**src/rtl/sgf_pkg.sv**
```systemverilog
package sgf_pkg;

   // Number of bits needed to hold a count from 0 up to lim.
   function automatic int cnt_bits(input int lim);
      return (lim < 2) ? 1 : $clog2(lim + 1);
   endfunction

   // Larger of two counts, used to size shared counters.
   function automatic int max_of(input int a, input int b);
      return (a > b) ? a : b;
   endfunction

endpackage

```
**src/rtl/sgf_sync.sv**
```systemverilog
module sgf_sync #(
   parameter int STAGES = 2
) (
   input  logic clk_i,
   input  logic rst_ni,
   input  logic d_i,
   output logic q_o
);

   generate
      if (STAGES == 0) begin : g_bypass
         // Inputs are already in this clock domain.
         assign q_o = d_i;
      end else begin : g_chain
         logic [STAGES-1:0] ff_q;

         always_ff @(posedge clk_i or negedge rst_ni) begin
            if (!rst_ni) begin
               ff_q <= '0;
            end else begin
               ff_q[0] <= d_i;
               for (int k = 1; k < STAGES; k++) begin
                  ff_q[k] <= ff_q[k-1];
               end
            end
         end

         assign q_o = ff_q[STAGES-1];
      end
   endgenerate

endmodule

```
**src/rtl/sgf_chan.sv**
```systemverilog
module sgf_chan #(
   parameter int QUAL = 16
) (
   input  logic clk_i,
   input  logic rst_ni,
   input  logic restart_i,
   input  logic s_i,
   output logic stat_o,
   output logic vld_o
);

   import sgf_pkg::*;

   localparam int CW = cnt_bits(QUAL);
   localparam logic [CW-1:0] LAST_CNT = CW'(QUAL - 1);

   logic          last_q;
   logic          stat_q;
   logic          vld_q;
   logic [CW-1:0] cnt_q;
   logic          moved;

   // The synchronized input differs from the value seen one cycle ago.
   assign moved = (s_i != last_q);

   always_ff @(posedge clk_i or negedge rst_ni) begin
      if (!rst_ni) begin
         last_q <= 1'b0;
         stat_q <= 1'b0;
         vld_q  <= 1'b0;
         cnt_q  <= '0;
      end else begin
         last_q <= s_i;
         if (restart_i || moved) begin
            // Begin a new window; the held status is kept as it is.
            cnt_q <= '0;
            vld_q <= 1'b0;
         end else if (!vld_q) begin
            if (cnt_q == LAST_CNT) begin
               stat_q <= s_i;
               vld_q  <= 1'b1;
            end
            cnt_q <= cnt_q + CW'(1);
         end
      end
   end

   assign stat_o = stat_q;
   assign vld_o  = vld_q;

endmodule

```
**src/rtl/sgf_bank.sv**
```systemverilog
module sgf_bank #(
   parameter int WIDTH       = 3,
   parameter int QUAL        = 16,
   parameter int SYNC_STAGES = 2
) (
   input  logic             clk_i,
   input  logic             rst_ni,
   input  logic             restart_i,
   input  logic [WIDTH-1:0] raw_i,
   output logic [WIDTH-1:0] stat_o,
   output logic [WIDTH-1:0] vld_o
);

   logic [WIDTH-1:0] synced;

   generate
      for (genvar b = 0; b < WIDTH; b++) begin : g_bit
         sgf_sync #(
            .STAGES (SYNC_STAGES)
         ) u_sync (
            .clk_i  (clk_i),
            .rst_ni (rst_ni),
            .d_i    (raw_i[b]),
            .q_o    (synced[b])
         );

         sgf_chan #(
            .QUAL (QUAL)
         ) u_chan (
            .clk_i     (clk_i),
            .rst_ni    (rst_ni),
            .restart_i (restart_i),
            .s_i       (synced[b]),
            .stat_o    (stat_o[b]),
            .vld_o     (vld_o[b])
         );
      end
   endgenerate

endmodule

```
**src/rtl/status_glitch_filter.sv**
```systemverilog
module status_glitch_filter #(
   parameter int SLOW_BITS   = 3,
   parameter int FAST_BITS   = 1,
   parameter int SYNC_STAGES = 2,
   // Windows in clock cycles; defaults assume a 200 MHz clock.
   parameter int SLOW_GLITCH = 90000,
   parameter int SLOW_QUAL   = 100000,
   parameter int SLOW_MAXDLY = 112000,
   parameter int FAST_GLITCH = 6000,
   parameter int FAST_QUAL   = 16000,
   parameter int FAST_MAXDLY = 28000
) (
   input  logic                 clk_i,
   input  logic                 rst_ni,
   input  logic                 ctrl_wr_i,
   input  logic [SLOW_BITS-1:0] slow_raw_i,
   input  logic [FAST_BITS-1:0] fast_raw_i,
   output logic [SLOW_BITS-1:0] slow_stat_o,
   output logic [SLOW_BITS-1:0] slow_vld_o,
   output logic [FAST_BITS-1:0] fast_stat_o,
   output logic [FAST_BITS-1:0] fast_vld_o
);

   // configuration checks at elaboration
   generate
      if (SLOW_BITS < 1 || FAST_BITS < 1) begin : g_bad_width
         $error("status_glitch_filter: each class needs at least one bit");
      end
      if (SLOW_QUAL < 1 || FAST_QUAL < 1) begin : g_bad_qual
         $error("status_glitch_filter: qualification windows must be nonzero");
      end
      if (SYNC_STAGES < 0) begin : g_bad_sync
         $error("status_glitch_filter: synchronizer depth cannot be negative");
      end
      if (SLOW_GLITCH > SLOW_QUAL) begin : g_slow_glitch
         $error("status_glitch_filter: slow window shorter than slow glitch limit");
      end
      if (FAST_GLITCH > FAST_QUAL) begin : g_fast_glitch
         $error("status_glitch_filter: fast window shorter than fast glitch limit");
      end
      if (SLOW_QUAL + SYNC_STAGES + 1 > SLOW_MAXDLY) begin : g_slow_dly
         $error("status_glitch_filter: slow update cannot meet its delay limit");
      end
      if (FAST_QUAL + SYNC_STAGES + 1 > FAST_MAXDLY) begin : g_fast_dly
         $error("status_glitch_filter: fast update cannot meet its delay limit");
      end
   endgenerate

   sgf_bank #(
      .WIDTH       (SLOW_BITS),
      .QUAL        (SLOW_QUAL),
      .SYNC_STAGES (SYNC_STAGES)
   ) u_slow (
      .clk_i     (clk_i),
      .rst_ni    (rst_ni),
      .restart_i (ctrl_wr_i),
      .raw_i     (slow_raw_i),
      .stat_o    (slow_stat_o),
      .vld_o     (slow_vld_o)
   );

   sgf_bank #(
      .WIDTH       (FAST_BITS),
      .QUAL        (FAST_QUAL),
      .SYNC_STAGES (SYNC_STAGES)
   ) u_fast (
      .clk_i     (clk_i),
      .rst_ni    (rst_ni),
      .restart_i (ctrl_wr_i),
      .raw_i     (fast_raw_i),
      .stat_o    (fast_stat_o),
      .vld_o     (fast_vld_o)
   );

endmodule

```
**config.mk**
```make
export PLATFORM = sky130hd
export DESIGN_NAME = status_glitch_filter
export DESIGN_NICKNAME = d
export VERILOG_FILES = /design/src/rtl/sgf_pkg.sv /design/src/rtl/sgf_sync.sv /design/src/rtl/sgf_chan.sv /design/src/rtl/sgf_bank.sv /design/src/rtl/status_glitch_filter.sv
export SDC_FILE = /design/constraint.sdc
export NUM_CORES = 1
export LEC_CHECK = 0
export CORE_ASPECT_RATIO = 0.75
export CORE_MARGIN = 2
export CORE_UTILIZATION = 65
export DETAILED_ROUTE_END_ITERATION = 16
export MAX_ROUTING_LAYER = met4
export PLACE_DENSITY = 0.84
export SLEW_MARGIN = 5
export SYNTH_ARGS = -nofsm -noshare
export SYNTH_HDL_FRONTEND = slang
export SYNTH_SLANG_ARGS = --single-unit
```
**constraint.sdc**
```tcl
create_clock -name clk_i -period 5.7 [get_ports clk_i]
set_clock_uncertainty 0.15 [all_clocks]
set_input_delay 0.57 -clock clk_i [delete_from_list [all_inputs] [get_ports clk_i]]
set_output_delay 0.57 -clock clk_i [all_outputs]
set_load 0.1 [all_outputs]
```
==> summary.txt <==
Place
  • Place WS: 3020 ps
  • Global placement routability congestion: 0.883
  • Dpl hpwl: 4980 um
  • Buffers on Ports: 14
  • Post-DP Area: 0.00427 mm^2

Setup path
  • CP arrival: 2060 ps
  • WP buf/inv: 1
  • Reg2reg path depth: 5
  • CP Max Fanout: 8
  • Crit-path cells: clkdlybuf4s50_1
  • Top cell family by delay on the critical path: buffers and inverters
  • CP Launch Type: flop
  • Crit path kind: flop to output port
  • Nature of the critical path endpoint: output port
  • Reg2reg end: u_slow.g_bit[1].u_chan.stat_o
  • Reg-to-reg startpoint: u_slow.g_bit[1].u_chan.cnt_q[0]
  • Data required time at the worst endpoint: 4980 ps
  • Reg2reg setup slack: 3520 ps
  • Cell count along the critical path: 1
  • CP peak stage delay: 1200 ps
  • CP max stage cell: clkdlybuf4s50_1

Clock network
  • Post-CTS Hold Fix Bufs: 0
  • TritonCTS Buffers: 9
  • TritonCTS clock tree: done
  • Clock Sink Count: 85
  • Number of gates resized after cts: 0
  • Maximum root-to-sink buffer count: 2
  • Worst-skew pair later-pin latency: 360 ps
  • Clock slew at reported path FFs: 80 ps
  • Clock root buffer: clkbuf_8
  • Post CTS Setup Buffer Count: 0
  • Htree depth: 3

Power
  • Static Leak: 1.75 nW
  • Sw Ratio: 0.225
  • Worst IR drop on VDD: 0.158 mV
  • Pint: 0.836 mW
  • Sequential share of power: 0.573
  • Clock network fraction of design power: 0.390
  • Combinational power share: 0.037
  • Switch Pwr: 0.242 mW
  • Pwr dens: 242 mW/mm^2

Logic synthesis
  • Async set-reset flop share out of synthesis: 1.00
  • Number of enable flip-flop cells after synthesis: 0
  • Syn_nets: 411
  • Register area share after synthesis: 0.515
  • Synth Flop Type: dfrtp_1
  • Mapped cell area: 0.00413 mm^2
  • Post-synthesis register bit count: 85
  • Synth unique cells: 47
  • Synth warn: 0
  • Synthesized instance count: 400
  • Mapped Avg Cell Area: 10.3 um^2

STA
  • Max-slew violation total from the final report: 0
  • Worst-Margin Slew: 1020 ps
  • Period minus WS final: 2780 ps
  • Finish-stage setup viols: 0
  • Fin. Hold Viols: 0
  • Slew headroom: 0.320
  • Worst hold slack: 201 ps
  • Post-route setup TNS: 0 ps
  • Final WS setup: 2920 ps
  • Period utilisation layout: 0.488
  • Maximum clock rate: 360 MHz
  • RSZ-0062 raised after global routing: false

Drt
  • WL final: 7360 um
  • Met1 WL: 3430 um
  • Wire per inst: 15.0 um
  • DR WL met2: 3560 um
  • Vias per Instance: 5.91
  • First-pass iteration count of the detailed router: 4
  • DR WL met3: 298 um
  • DRC: 0
  • DR vias: 2,904
  • DR iter-0 viols: 234
  • Antenna Nets Post-Route: 0
  • Top sig layer: met4

Min path
  • Hold endpoint: u_slow.g_bit[2].u_sync.g_chain.ff_q[1]
  • Beginning of the worst hold path: u_slow.g_bit[2].u_sync.g_chain.ff_q[0]
  • Tightest Hold Check Type: flop to flop
  • Worst Hold Depth: 0

Die
  • FP Rows: 25
  • Die Y: 73.0 um
  • Die area: 0.00701 mm^2
  • I/O Pins: 15
  • Chip width: 96.0 um
  • CORE AREA: 0.00622 mm^2
  • Starting Density: 0.663

GRT
  • Total track usage: 0.252
  • Vias in the first global route: 2,853
  • Initial antenna violation count: 0
  • Largest net degree at the start of global routing: 86
  • First-pass GRT wire length: 13,000 um
  • Gr ovfl total: 0

Layout
  • Design Area, Final: 0.00446 mm^2
  • Layout cell share with drive strength beyond 1: 0.0829
  • Antenna diode count: 0
  • Nets: 417
  • Area growth, synth to finish: 7.94%

Run
  • Max_cap viols: 0

Outcome
  • Status: finished clean
[how the worst max path moves through the flow]
stage | startpoint | endpoint
2_1_floorplan | u_fast.g_bit[0].u_chan.vld_o | u_fast.g_bit[0].u_chan.cnt_q[11]
3_3_place_gp | ctrl_wr_i | u_slow.g_bit[1].u_chan.stat_o
3_5_place_dp | ctrl_wr_i | u_slow.g_bit[1].u_chan.stat_o
4_1_cts | u_slow.g_bit[2].u_chan.vld_o | slow_vld_o[2]
5_1_grt | u_slow.g_bit[1].u_chan.vld_o | slow_vld_o[1]
6_report | u_slow.g_bit[2].u_chan.vld_o | slow_vld_o[2]
[power groups by stage]
| stage | clock (mW) | combinational (mW) | sequential, mW |
|---|---|---|---|
| 2_1_floorplan | 0 | 0.0224 | 0.629 |
| 3_3_place_gp | 0 | 0.0399 | 0.629 |
| 3_5_place_dp | 0 | 0.0413 | 0.630 |
| 4_1_cts | 0.428 | 0.0415 | 0.618 |
| 5_1_grt | 0.452 | 0.0465 | 0.619 |
| 6_report | 0.420 | 0.0402 | 0.618 |
[final cells by class]
cell class	instances	area, um^2
clock buffer	12	145
clock inverter	3	46.3
fill	452	1770
inverter	9	33.8
multi-input combinational	287	1870
sequential	85	2130
tap	81	101
timing repair buffer	14	138
[routing by layer]
| layer | up-vias | global-route usage |
|---|---|---|
| li1 | 1400 | - |
| met1 | 1424 | 0.340 |
| met2 | 67 | 0.371 |
| met3 | 13 | 0.0744 |
| met4 | 0 | 0.0794 |
| met5 | - | - |
[cells in the final DEF, fill, tap and decap left out, drive strengths merged, types with 13 or more instances in the layout]
cell type | Yosys | layout
clkdlybuf4s50 | 0 | 13
nor4 | 17 | 17
nand2 | 21 | 21
nor2 | 57 | 57
nand3 | 17 | 17
nor3 | 14 | 14
a21oi | 16 | 16
xnor2 | 38 | 38
dfrtp | 85 | 85
[state kept, by name, summed over array words and instances, names as in the netlist]
name and flops:
u_fast.g_bit.u_chan.vld_o 1, u_slow.g_bit.u_sync.g_chain.ff_q 6, u_slow.g_bit.u_chan.last_q 3, u_slow.g_bit.u_chan.cnt_q 51
u_fast.g_bit.u_chan.last_q 1, u_fast.g_bit.u_chan.cnt_q 14, u_slow.g_bit.u_chan.vld_o 3, u_slow.g_bit.u_chan.stat_o 3
u_fast.g_bit.u_sync.g_chain.ff_q 2, u_fast.g_bit.u_chan.stat_o 1
[cell families (layout without fill, tap and decap cells)]
logic type / after synthesis / in the layout / synth area share
AO/OA/AOI/OAI: 32 / 32 / 0.0424
XOR/XNOR: 50 / 50 / 0.106
adder cells (fa/ha/maj): 4 / 4 / 0.0121
buffers and inverters: 28 / 38 / 0.0330
flip-flops: 85 / 85 / 0.515
multiplexers: 8 / 8 / 0.0206
AND/OR/NAND/NOR: 193 / 193 / 0.271
[cells in the mapped netlist (2+ instances only)]
master / count / area share
a21oi_1: 16 / 0.019
nand2b_1: 6 / 0.0091
nand3_1: 16 / 0.019
nand4_1: 10 / 0.015
clkbuf_1: 9 / 0.0082
xor2_1: 12 / 0.025
or4_1: 6 / 0.011
nor3_1: 14 / 0.017
nand3b_1: 2 / 0.0036
nand4b_1: 5 / 0.011
or4b_1: 3 / 0.0073
nor4_2: 2 / 0.0061
o21ai_0: 12 / 0.015
and4_1: 2 / 0.0042
buf_4: 6 / 0.011
dfrtp_1: 85 / 0.52
and3_1: 3 / 0.0045
nor2_1: 57 / 0.052
nor2b_1: 5 / 0.0076
mux2_2: 4 / 0.011
or2_2: 2 / 0.0030
inv_1: 9 / 0.0082
ha_1: 4 / 0.012
xnor2_1: 38 / 0.081
or3_1: 9 / 0.014
nor4_1: 15 / 0.023
o31ai_1: 2 / 0.0036
or3_2: 2 / 0.0036
mux2i_1: 4 / 0.0097
nand2_1: 21 / 0.019
buf_1: 2 / 0.0018
nand3b_4: 2 / 0.0097
[through the flow]
step / cells / utilization / total power [mW]
6_report: 491 / 0.716 / 1.08
5_1_grt: 491 / 0.716 / 1.12
4_1_cts: 491 / 0.716 / 1.09
3_5_place_dp: 476 / 0.685 / 0.671
3_3_place_gp: 476 / 0.685 / 0.669
2_1_floorplan: 400 / - / 0.651
Note: power is estimated with default switching activity, not from simulation.
